===== src/rtl/ide_dma_seq_pkg.sv =====
package ide_dma_seq_pkg;
  localparam logic [1:0] OP_READ  = 2'd0;
  localparam logic [1:0] OP_WRITE = 2'd1;
  localparam logic [1:0] OP_TRIM  = 2'd2;
  localparam logic [1:0] OP_BAD   = 2'd3;

  typedef enum logic [1:0] {
    S_IDLE  = 2'd0,
    S_STORE = 2'd1,
    S_COPY  = 2'd2
  } seq_state_e;
endpackage


===== src/rtl/ide_dma_seq_base.sv =====
module ide_dma_seq_base #(
  parameter int LBA_W   = 32,
  parameter int CNT_W   = 16,
  parameter int SIZE_W  = 32,
  parameter int OFF_W   = 48,
  parameter int REM_W   = 34,
  parameter int SECT_SH = 9,
  parameter int PKT_SH  = 11
) (
  input  logic             is_pkt,
  input  logic [LBA_W-1:0] lba,
  input  logic [CNT_W-1:0] count,
  input  logic [SIZE_W-1:0] pkt_size,
  output logic [OFF_W-1:0] base_off,
  output logic [REM_W-1:0] init_rem,
  output logic             no_lba
);
  always_comb begin
    if (is_pkt) begin
      base_off = OFF_W'(lba) << PKT_SH;
      init_rem = REM_W'(pkt_size);
    end else begin
      base_off = OFF_W'(lba) << SECT_SH;
      init_rem = REM_W'(count) << SECT_SH;
    end
    no_lba = is_pkt && (&lba);
  end
endmodule


===== src/rtl/ide_dma_seq_track.sv =====
module ide_dma_seq_track #(
  parameter int OFF_W = 48,
  parameter int REM_W = 34,
  parameter int LEN_W = 16
) (
  input  logic                    clk,
  input  logic                    rst,
  input  logic                    load,
  input  logic [OFF_W-1:0]        base_in,
  input  logic [REM_W-1:0]        rem_in,
  input  logic                    no_lba_in,
  input  logic                    step,
  input  logic [LEN_W-1:0]        step_len,
  output logic [OFF_W-1:0]        base_off,
  output logic signed [REM_W-1:0] remain,
  output logic [REM_W-1:0]        index,
  output logic                    no_lba,
  output logic                    rem_done
);
  always_ff @(posedge clk) begin
    if (rst) begin
      base_off <= '0;
      remain   <= '0;
      index    <= '0;
      no_lba   <= 1'b0;
    end else if (load) begin
      base_off <= base_in;
      remain   <= rem_in;
      index    <= '0;
      no_lba   <= no_lba_in;
    end else if (step) begin
      remain <= remain - REM_W'(step_len);
      index  <= index + REM_W'(step_len);
    end
  end

  assign rem_done = remain[REM_W-1] || (remain == '0);

  // the progress index only grows on a step of non-zero length
  assert_index_grows_R6: assert property (@(posedge clk) disable iff (rst)
    (step && !load) |=> (index > $past(index)));
  // a load always restarts the progress index
  assert_load_clears_R1: assert property (@(posedge clk) disable iff (rst)
    load |=> (index == '0));
endmodule


===== src/rtl/ide_dma_seq_ctrl.sv =====
module ide_dma_seq_ctrl
  import ide_dma_seq_pkg::*;
#(
  parameter int OFF_W  = 48,
  parameter int REM_W  = 34,
  parameter int LEN_W  = 16,
  parameter int ADDR_W = 32
) (
  input  logic                    clk,
  input  logic                    rst,
  input  logic                    cmd_start,
  input  logic                    cmd_pkt,
  input  logic [1:0]              cmd_kind,
  input  logic                    chunk_valid,
  input  logic [ADDR_W-1:0]       chunk_addr,
  input  logic [LEN_W-1:0]        chunk_len,
  input  logic                    st_ack,
  input  logic                    st_err,
  input  logic                    cp_ack,
  input  logic [OFF_W-1:0]        base_off,
  input  logic signed [REM_W-1:0] remain,
  input  logic [REM_W-1:0]        index,
  input  logic                    no_lba,
  input  logic                    rem_done,
  output logic                    load,
  output logic                    step,
  output logic                    kick,
  output logic                    active,
  output logic                    chunk_end,
  output logic                    chunk_park,
  output logic                    st_req,
  output logic [1:0]              st_op,
  output logic [OFF_W-1:0]        st_offset,
  output logic [LEN_W-1:0]        st_len,
  output logic [ADDR_W-1:0]       st_addr,
  output logic                    cp_req,
  output logic [ADDR_W-1:0]       cp_addr,
  output logic [LEN_W-1:0]        cp_len,
  output logic                    stat_ready,
  output logic                    stat_seek,
  output logic                    irq,
  output logic                    pkt_ok,
  output logic                    dma_err,
  output logic                    pkt_err,
  output logic                    illegal
);
  seq_state_e state;
  logic       pkt_r;
  logic [1:0] kind_r;
  logic       idle, start_ok, issue, len_zero, copy_path, rem_short;

  assign idle      = (state == S_IDLE);
  assign start_ok  = cmd_pkt || (cmd_kind != OP_BAD);
  assign load      = idle && cmd_start && start_ok;
  assign len_zero  = (chunk_len == '0);
  assign copy_path = pkt_r && no_lba;
  assign issue     = idle && !cmd_start && chunk_valid && active && !rem_done && !len_zero;
  assign step      = issue && !copy_path;
  assign rem_short = remain < $signed(REM_W'(chunk_len));

  always_ff @(posedge clk) begin
    if (rst) begin
      state      <= S_IDLE;
      pkt_r      <= 1'b0;
      kind_r     <= OP_READ;
      kick       <= 1'b0;
      active     <= 1'b0;
      chunk_end  <= 1'b0;
      chunk_park <= 1'b0;
      st_req     <= 1'b0;
      st_op      <= OP_READ;
      st_offset  <= '0;
      st_len     <= '0;
      st_addr    <= '0;
      cp_req     <= 1'b0;
      cp_addr    <= '0;
      cp_len     <= '0;
      stat_ready <= 1'b0;
      stat_seek  <= 1'b0;
      irq        <= 1'b0;
      pkt_ok     <= 1'b0;
      dma_err    <= 1'b0;
      pkt_err    <= 1'b0;
      illegal    <= 1'b0;
    end else begin
      kick       <= 1'b0;
      chunk_end  <= 1'b0;
      chunk_park <= 1'b0;
      pkt_ok     <= 1'b0;
      dma_err    <= 1'b0;
      pkt_err    <= 1'b0;
      unique case (state)
        S_IDLE: begin
          if (cmd_start) begin
            stat_ready <= 1'b0;
            stat_seek  <= 1'b0;
            irq        <= 1'b0;
            pkt_r      <= cmd_pkt;
            kind_r     <= cmd_kind;
            if (start_ok) begin
              illegal <= 1'b0;
              active  <= 1'b1;
              kick    <= 1'b1;
            end else begin
              illegal <= 1'b1;
              active  <= 1'b0;
            end
          end else if (chunk_valid) begin
            if (!active) begin
              chunk_park <= 1'b1;
            end else if (rem_done) begin
              if (pkt_r) begin
                pkt_ok <= 1'b1;
              end else begin
                stat_ready <= 1'b1;
                stat_seek  <= 1'b1;
                irq        <= 1'b1;
              end
              active    <= 1'b0;
              chunk_end <= 1'b1;
            end else if (len_zero) begin
              chunk_end <= 1'b1;
            end else if (copy_path) begin
              cp_req  <= 1'b1;
              cp_addr <= chunk_addr;
              cp_len  <= rem_short ? remain[LEN_W-1:0] : chunk_len;
              state   <= S_COPY;
            end else begin
              st_req    <= 1'b1;
              st_op     <= pkt_r ? OP_READ : kind_r;
              st_offset <= base_off + OFF_W'(index);
              st_len    <= chunk_len;
              st_addr   <= chunk_addr;
              state     <= S_STORE;
            end
          end
        end
        S_STORE: begin
          if (st_ack) begin
            st_req    <= 1'b0;
            state     <= S_IDLE;
            chunk_end <= 1'b1;
            if (st_err) begin
              if (pkt_r) pkt_err <= 1'b1;
              else       dma_err <= 1'b1;
              active <= 1'b0;
            end else if (rem_done) begin
              if (pkt_r) begin
                pkt_ok <= 1'b1;
              end else begin
                stat_ready <= 1'b1;
                stat_seek  <= 1'b1;
                irq        <= 1'b1;
              end
              active <= 1'b0;
            end
          end
        end
        S_COPY: begin
          if (cp_ack) begin
            cp_req    <= 1'b0;
            pkt_ok    <= 1'b1;
            active    <= 1'b0;
            chunk_end <= 1'b1;
            state     <= S_IDLE;
          end
        end
        default: state <= S_IDLE;
      endcase
    end
  end

  // a parked chunk only ever occurs without an active command
  assert_park_inactive_R3: assert property (@(posedge clk) disable iff (rst)
    chunk_park |-> !active);
  // a storage request holds its offset until acknowledged
  assert_store_hold_R4: assert property (@(posedge clk) disable iff (rst)
    (st_req && !st_ack) |=> (st_req && $stable(st_offset)));
  // the two engine requests are exclusive
  assert_req_exclusive_R10: assert property (@(posedge clk) disable iff (rst)
    !(st_req && cp_req));
  // the interrupt rises together with both status bits
  assert_irq_status_R7: assert property (@(posedge clk) disable iff (rst)
    $rose(irq) |-> (stat_ready && stat_seek));
  // a chunk is either ended or parked, never both
  assert_end_or_park_R9: assert property (@(posedge clk) disable iff (rst)
    $onehot0({chunk_end, chunk_park}));
  // a refused command never becomes active
  assert_illegal_idle_R12: assert property (@(posedge clk) disable iff (rst)
    illegal |-> (!active && !kick));
  // packet completion never raises the disk interrupt
  assert_pkt_no_irq_R8: assert property (@(posedge clk) disable iff (rst)
    (pkt_ok && pkt_r) |-> !$rose(irq));
endmodule


===== src/rtl/ide_dma_seq.sv =====
module ide_dma_seq
  import ide_dma_seq_pkg::*;
#(
  parameter int LBA_W   = 32,
  parameter int CNT_W   = 16,
  parameter int SIZE_W  = 32,
  parameter int LEN_W   = 16,
  parameter int ADDR_W  = 32,
  parameter int OFF_W   = 48,
  parameter int SECT_SH = 9,
  parameter int PKT_SH  = 11
) (
  input  logic              clk,
  input  logic              rst,
  input  logic              cmd_start,
  input  logic              cmd_pkt,
  input  logic [1:0]        cmd_kind,
  input  logic [LBA_W-1:0]  cmd_lba,
  input  logic [CNT_W-1:0]  cmd_count,
  input  logic [SIZE_W-1:0] cmd_pkt_size,
  output logic              kick,
  output logic              active,
  input  logic              chunk_valid,
  input  logic [ADDR_W-1:0] chunk_addr,
  input  logic [LEN_W-1:0]  chunk_len,
  output logic              chunk_end,
  output logic              chunk_park,
  output logic              st_req,
  output logic [1:0]        st_op,
  output logic [OFF_W-1:0]  st_offset,
  output logic [LEN_W-1:0]  st_len,
  output logic [ADDR_W-1:0] st_addr,
  input  logic              st_ack,
  input  logic              st_err,
  output logic              cp_req,
  output logic [ADDR_W-1:0] cp_addr,
  output logic [LEN_W-1:0]  cp_len,
  input  logic              cp_ack,
  output logic              stat_ready,
  output logic              stat_seek,
  output logic              irq,
  output logic              pkt_ok,
  output logic              dma_err,
  output logic              pkt_err,
  output logic              illegal
);
  localparam int REM_W = ((SIZE_W > CNT_W + SECT_SH) ? SIZE_W : CNT_W + SECT_SH) + 2;

  logic [OFF_W-1:0]        base_nxt, base_off;
  logic [REM_W-1:0]        rem_nxt, index;
  logic signed [REM_W-1:0] remain;
  logic                    no_lba_nxt, no_lba, rem_done, load, step;

  ide_dma_seq_base #(
    .LBA_W(LBA_W), .CNT_W(CNT_W), .SIZE_W(SIZE_W), .OFF_W(OFF_W),
    .REM_W(REM_W), .SECT_SH(SECT_SH), .PKT_SH(PKT_SH)
  ) u_base (
    .is_pkt(cmd_pkt), .lba(cmd_lba), .count(cmd_count), .pkt_size(cmd_pkt_size),
    .base_off(base_nxt), .init_rem(rem_nxt), .no_lba(no_lba_nxt)
  );

  ide_dma_seq_track #(.OFF_W(OFF_W), .REM_W(REM_W), .LEN_W(LEN_W)) u_track (
    .clk(clk), .rst(rst), .load(load), .base_in(base_nxt), .rem_in(rem_nxt),
    .no_lba_in(no_lba_nxt), .step(step), .step_len(chunk_len),
    .base_off(base_off), .remain(remain), .index(index), .no_lba(no_lba),
    .rem_done(rem_done)
  );

  ide_dma_seq_ctrl #(
    .OFF_W(OFF_W), .REM_W(REM_W), .LEN_W(LEN_W), .ADDR_W(ADDR_W)
  ) u_ctrl (
    .clk(clk), .rst(rst), .cmd_start(cmd_start), .cmd_pkt(cmd_pkt),
    .cmd_kind(cmd_kind), .chunk_valid(chunk_valid), .chunk_addr(chunk_addr),
    .chunk_len(chunk_len), .st_ack(st_ack), .st_err(st_err), .cp_ack(cp_ack),
    .base_off(base_off), .remain(remain), .index(index), .no_lba(no_lba),
    .rem_done(rem_done), .load(load), .step(step), .kick(kick), .active(active),
    .chunk_end(chunk_end), .chunk_park(chunk_park), .st_req(st_req),
    .st_op(st_op), .st_offset(st_offset), .st_len(st_len), .st_addr(st_addr),
    .cp_req(cp_req), .cp_addr(cp_addr), .cp_len(cp_len),
    .stat_ready(stat_ready), .stat_seek(stat_seek), .irq(irq),
    .pkt_ok(pkt_ok), .dma_err(dma_err), .pkt_err(pkt_err), .illegal(illegal)
  );

  // a kick always follows an accepted start and leaves the command active
  assert_kick_active_R1: assert property (@(posedge clk) disable iff (rst)
    kick |-> active);
  // an error pulse always comes with the end of the chunk
  assert_err_ends_R11: assert property (@(posedge clk) disable iff (rst)
    (dma_err || pkt_err) |-> (chunk_end && !active));
endmodule


===== config.mk =====
export PLATFORM = sky130hd
export DESIGN_NAME = ide_dma_seq
export DESIGN_NICKNAME = d
export VERILOG_FILES = /design/src/rtl/ide_dma_seq_pkg.sv /design/src/rtl/ide_dma_seq_base.sv /design/src/rtl/ide_dma_seq_track.sv /design/src/rtl/ide_dma_seq_ctrl.sv /design/src/rtl/ide_dma_seq.sv
export SDC_FILE = /design/constraint.sdc
export NUM_CORES = 1
export LEC_CHECK = 0
export ABC_AREA = 1
export BUFFER_PORTS_ARGS = -buffer_cell sky130_fd_sc_hd__buf_2
export CAP_MARGIN = 25
export CORE_MARGIN = 2
export CORE_UTILIZATION = 37
export DETAILED_ROUTE_END_ITERATION = 10
export GPL_ROUTABILITY_DRIVEN = 0
export SLEW_MARGIN = 25
export SYNTH_ARGS = -nofsm -noshare
export SYNTH_HDL_FRONTEND = slang
export SYNTH_SLANG_ARGS = --single-unit

===== constraint.sdc =====
create_clock -name clk -period 2.5 [get_ports clk]
set_input_delay 0.5 -clock clk [delete_from_list [all_inputs] [get_ports clk]]
set_output_delay 0.5 -clock clk [all_outputs]
set_load 0.01 [all_outputs]

==> run_summary.xml <==
<?xml version="1.0" encoding="UTF-8"?>
<metrics>
  <group name="clock_tree">
    <metric name="htree_depth" unit="">1</metric>
    <metric name="tritoncts_num_sinks" unit="">263</metric>
    <metric name="clk_pin_slew_worst_paths" unit="ps">60</metric>
    <metric name="tritoncts" unit="">built</metric>
    <metric name="cts_max_path_buffers" unit="">3</metric>
    <metric name="clk-insertion-delay-late" unit="ps">590</metric>
    <metric name="cts_inserted_buffers" unit="">31</metric>
    <metric name="cts-root-buf" unit="">sky130_fd_sc_hd__clkbuf_16</metric>
    <metric name="cts.repair_timing.setup_buffer_count" unit="">0</metric>
  </group>
  <group name="logic_synthesis">
    <metric name="synthesized_area" unit="mm^2">0.0157</metric>
    <metric name="post_synthesis_cells" unit="">2518</metric>
    <metric name="seq_area_frac_synth" unit="">0.335</metric>
    <metric name="yosys_warnings" unit="">0</metric>
    <metric name="post_synth.cell_area_avg" unit="um^2">6.25</metric>
    <metric name="ys_dominant_reg_cell" unit="">sky130_fd_sc_hd__dfxtp_1</metric>
    <metric name="count_of_different_cell_masters_after_synthesis" unit="">48</metric>
    <metric name="number_of_enable_type_register_cells_in_the_synthesized_netlist" unit="">0</metric>
    <metric name="async_sr_flop_fraction" unit="">0</metric>
    <metric name="yosys_register_bits" unit="">263</metric>
  </group>
  <group name="timing">
    <metric name="period_share" unit="">0.907</metric>
    <metric name="setup-violations-final" unit="">0</metric>
    <metric name="finalHoldViolCount" unit="">0</metric>
    <metric name="grt_setup_unrepaired" unit="">false</metric>
    <metric name="final.setup_skew" unit="ps">24.3</metric>
    <metric name="holdWs" unit="ps">147</metric>
    <metric name="timing_max_transition_violations_final" unit="">0</metric>
    <metric name="clock.fmax" unit="MHz">441</metric>
    <metric name="setup-tns-final" unit="ps">0</metric>
    <metric name="fin_crit" unit="ps">2270</metric>
    <metric name="relSlewSlack" unit="">0.543</metric>
    <metric name="worst-slew-pin-transition" unit="ps">679</metric>
  </group>
  <group name="layout">
    <metric name="diodes" unit="">0</metric>
    <metric name="regArea" unit="mm^2">0.00527</metric>
    <metric name="syn2layout_area_growth" unit="%">21.7</metric>
    <metric name="multiInputGateArea" unit="mm^2">0.00895</metric>
    <metric name="post-route-util" unit="">0.457</metric>
    <metric name="nNetsFinal" unit="">3029</metric>
    <metric name="drive_above_1_share" unit="">0.161</metric>
    <metric name="final_design_area_no_fill" unit="mm^2">0.0192</metric>
    <metric name="n_fill_cell" unit="">4375</metric>
  </group>
  <group name="global_route">
    <metric name="grt-busiest-layer" unit="">met2</metric>
    <metric name="grt_start_max_net_pins" unit="">54</metric>
    <metric name="via_count_of_the_first_global_routing_pass" unit="">16149</metric>
    <metric name="globalRouteMet2Util" unit="">0.396</metric>
    <metric name="grt.met3_usage" unit="">0.0411</metric>
    <metric name="globalRouteTotalUtil" unit="">0.241</metric>
    <metric name="antenna_found_initial" unit="">3</metric>
    <metric name="globalRouteMet1Util" unit="">0.322</metric>
    <metric name="wire_length_of_the_first_global_routing_pass" unit="mm">85.8</metric>
    <metric name="grt_remaining_overflow" unit="">0</metric>
  </group>
  <group name="worst_setup_path">
    <metric name="cp.buffers_inverters" unit="">3</metric>
    <metric name="critical_path.slowest_cell" unit="">sky130_fd_sc_hd__buf_4</metric>
    <metric name="timing.critical_path.arrival" unit="ps">2770</metric>
    <metric name="critPathMaxFanout" unit="">28</metric>
    <metric name="wp_depth" unit="">9</metric>
    <metric name="crit_path_max_incr_delay" unit="ps">380</metric>
    <metric name="reg2reg_setup_slack" unit="ps">230</metric>
    <metric name="start_kind" unit="">flop</metric>
    <metric name="reg2reg_launch_point" unit="">u_ctrl.state[0]</metric>
    <metric name="cp_top_family" unit="">simple AND/OR/NAND/NOR gates</metric>
    <metric name="worst_endpoint_required_time" unit="ps">3000</metric>
    <metric name="cp_cell_sequence" unit="">inv_1 -&gt; ha_1 -&gt; inv_2 -&gt; nor2_1 -&gt; nand3_1 -&gt; nor2_4 -&gt; buf_4 -&gt; nand4_1 -&gt; a21oi_1</metric>
    <metric name="worstRegToRegCells" unit="">9</metric>
    <metric name="setup.worst_path.end_class" unit="">flop</metric>
    <metric name="startpoint" unit="">u_ctrl.state[0]</metric>
    <metric name="timing_worst_setup_path_type" unit="">reg -&gt; reg</metric>
  </group>
  <group name="placement">
    <metric name="place_hpwl" unit="mm">42.6</metric>
    <metric name="postPlaceCellArea" unit="mm^2">0.0181</metric>
    <metric name="io_buffer_count" unit="">292</metric>
  </group>
  <group name="floorplanning">
    <metric name="effective_utilization_at_floorplan" unit="">0.375</metric>
    <metric name="floorplan.die.width" unit="um">210</metric>
    <metric name="fp.dieArea" unit="mm^2">0.0442</metric>
    <metric name="fp-row-count" unit="">75</metric>
    <metric name="floorplan.io_pins" unit="">297</metric>
    <metric name="coreArea" unit="mm^2">0.0419</metric>
    <metric name="dieHeight" unit="um">210</metric>
  </group>
  <group name="detailed_routing">
    <metric name="first_drt_pass_iteration_count" unit="">6</metric>
    <metric name="drt_via_density" unit="">5.03</metric>
    <metric name="via_count" unit="">17047</metric>
    <metric name="totalWireLength" unit="mm">54.6</metric>
    <metric name="1st_iter_drt_viols" unit="">1309</metric>
    <metric name="routed_length_per_instance" unit="um">16.1</metric>
    <metric name="ant_nets" unit="">0</metric>
    <metric name="drc" unit="">0</metric>
  </group>
  <group name="run_status">
    <metric name="status" unit="">finished clean</metric>
  </group>
  <group name="power_and_ir_drop">
    <metric name="pwr_density_cell" unit="mW/mm^2">788</metric>
    <metric name="power_leakage" unit="nW">9.88</metric>
    <metric name="irDropWorstVdd" unit="V">0.000583</metric>
  </group>
  <group name="min_path">
    <metric name="hold_path.startpoint" unit="">chunk_addr[9]</metric>
    <metric name="timing.hold.worst.class" unit="">in -&gt; reg</metric>
    <metric name="min_path_cells" unit="">3</metric>
  </group>
  <group name="flow_run">
    <metric name="cap_viol_max_count" unit="">0</metric>
  </group>
</metrics>
==> where the power goes <==
group	total (W)	internal, W	switching (W)
Sequential	0.00514	0.00471	0.000432
Combinational	0.00529	0.00189	0.00339
Clock	0.00466	0.00278	0.00188
==> final timing paths <==
kind                        end
min reg2reg   u_ctrl.stat_ready
min           u_ctrl.st_addr[9]
max          u_track.remain[33]
max reg2reg  u_track.remain[33]
==> layer usage <==
| layer | wire length [um] | vias up |
|---|---|---|
| li1 | - | 8651 |
| met2 | 24300 | 579 |
| met1 | 24500 | 7709 |
| met5 | 41 | - |
| met4 | 1640 | 6 |
| met3 | 4090 | 102 |
==> flip-flops by register name, indices dropped and copies added (netlist names), 16 cells and up <==
signal,cells
u_ctrl.st_offset,44
u_track.base_off,34
u_track.index,34
u_track.remain,34
u_ctrl.cp_addr,32
u_ctrl.st_addr,32
u_ctrl.cp_len,16
u_ctrl.st_len,16
==> worst reg2reg max path, stage by stage (launching register included) <==
cell and delay (ps):
sky130_fd_sc_hd__dfxtp_1 330, sky130_fd_sc_hd__inv_1 110, sky130_fd_sc_hd__ha_1 200, sky130_fd_sc_hd__inv_2 70, sky130_fd_sc_hd__nor2_1 180, sky130_fd_sc_hd__nand3_1 170, sky130_fd_sc_hd__nor2_4 300, sky130_fd_sc_hd__buf_4 380
sky130_fd_sc_hd__nand4_1 260, sky130_fd_sc_hd__a21oi_1 180
==> final cells by class <==
| type | count | share of cell area |
|---|---|---|
| Sequential cell | 263 | 0.275 |
| Clock inverter | 9 | 0.00555 |
| Tap cell | 539 | 0.0352 |
| Timing Repair Buffer | 369 | 0.112 |
| Clock buffer | 49 | 0.0492 |
| Inverter | 281 | 0.0553 |
| Multi-Input combinational cell | 1881 | 0.467 |
==> stage by stage <==
step	instances	worst slack, ps	power, W
final	3391	233	0.0151
after global routing	3391	52.4	0.0161
after CTS	3391	204	0.0152
after detailed placement	3333	-51.9	0.0105
after global placement	3333	10.6	0.0104
after floorplan	2521	372	0.00864
==> cell usage in the layout, fill, tap and decap left out, types with 61 or more instances in the layout <==
cell,count
sky130_fd_sc_hd__dfxtp_1,262
sky130_fd_sc_hd__nand3_1,159
sky130_fd_sc_hd__o21ai_0,210
sky130_fd_sc_hd__a21oi_1,157
sky130_fd_sc_hd__buf_2,292
sky130_fd_sc_hd__buf_4,68
sky130_fd_sc_hd__nor2_1,430
sky130_fd_sc_hd__nand2_1,676
sky130_fd_sc_hd__ha_1,61
sky130_fd_sc_hd__inv_1,270
==> timing repair <==
action | in CTS | in global routing
resized for setup | 0 | 2
endpoints found under the setup margin | 0 | 1
endpoints found under the hold margin | 0 | 0
hold buffers | 0 | 0
==> cells in the mapped netlist (8+ instances only) <==
cell type / count / area share
sky130_fd_sc_hd__nand2_1: 676 / 0.16
sky130_fd_sc_hd__nor2_1: 431 / 0.10
sky130_fd_sc_hd__inv_1: 270 / 0.064
sky130_fd_sc_hd__dfxtp_1: 263 / 0.33
sky130_fd_sc_hd__o21ai_0: 210 / 0.067
sky130_fd_sc_hd__nand3_1: 159 / 0.051
sky130_fd_sc_hd__a21oi_1: 158 / 0.050
sky130_fd_sc_hd__ha_1: 61 / 0.049
sky130_fd_sc_hd__clkbuf_1: 43 / 0.010
sky130_fd_sc_hd__nand4_1: 34 / 0.014
sky130_fd_sc_hd__buf_2: 32 / 0.010
sky130_fd_sc_hd__xnor2_1: 23 / 0.013
sky130_fd_sc_hd__nor3_1: 18 / 0.0057
sky130_fd_sc_hd__mux2i_1: 15 / 0.0095
sky130_fd_sc_hd__o21ai_1: 13 / 0.0041
sky130_fd_sc_hd__xor2_1: 11 / 0.0061
sky130_fd_sc_hd__buf_4: 10 / 0.0048
sky130_fd_sc_hd__nor4_1: 10 / 0.0040
sky130_fd_sc_hd__inv_2: 9 / 0.0021
sky130_fd_sc_hd__or2_2: 8 / 0.0032
==> cell families (layout without fill, tap and decap cells) <==
group	count (synthesis)	after routing	share of synthesized area
adders and majority gates	64	64	0.0523
AOI/OAI and AO/OA	403	403	0.133
xor gates and xnor gates	34	34	0.0189
muxes	15	15	0.00954
buffers and inverters	377	708	0.0976
other	1	4	0.000238
and+or+nand+nor	1361	1361	0.354
DFF	263	263	0.335
Power figures use the tool's default switching activity.
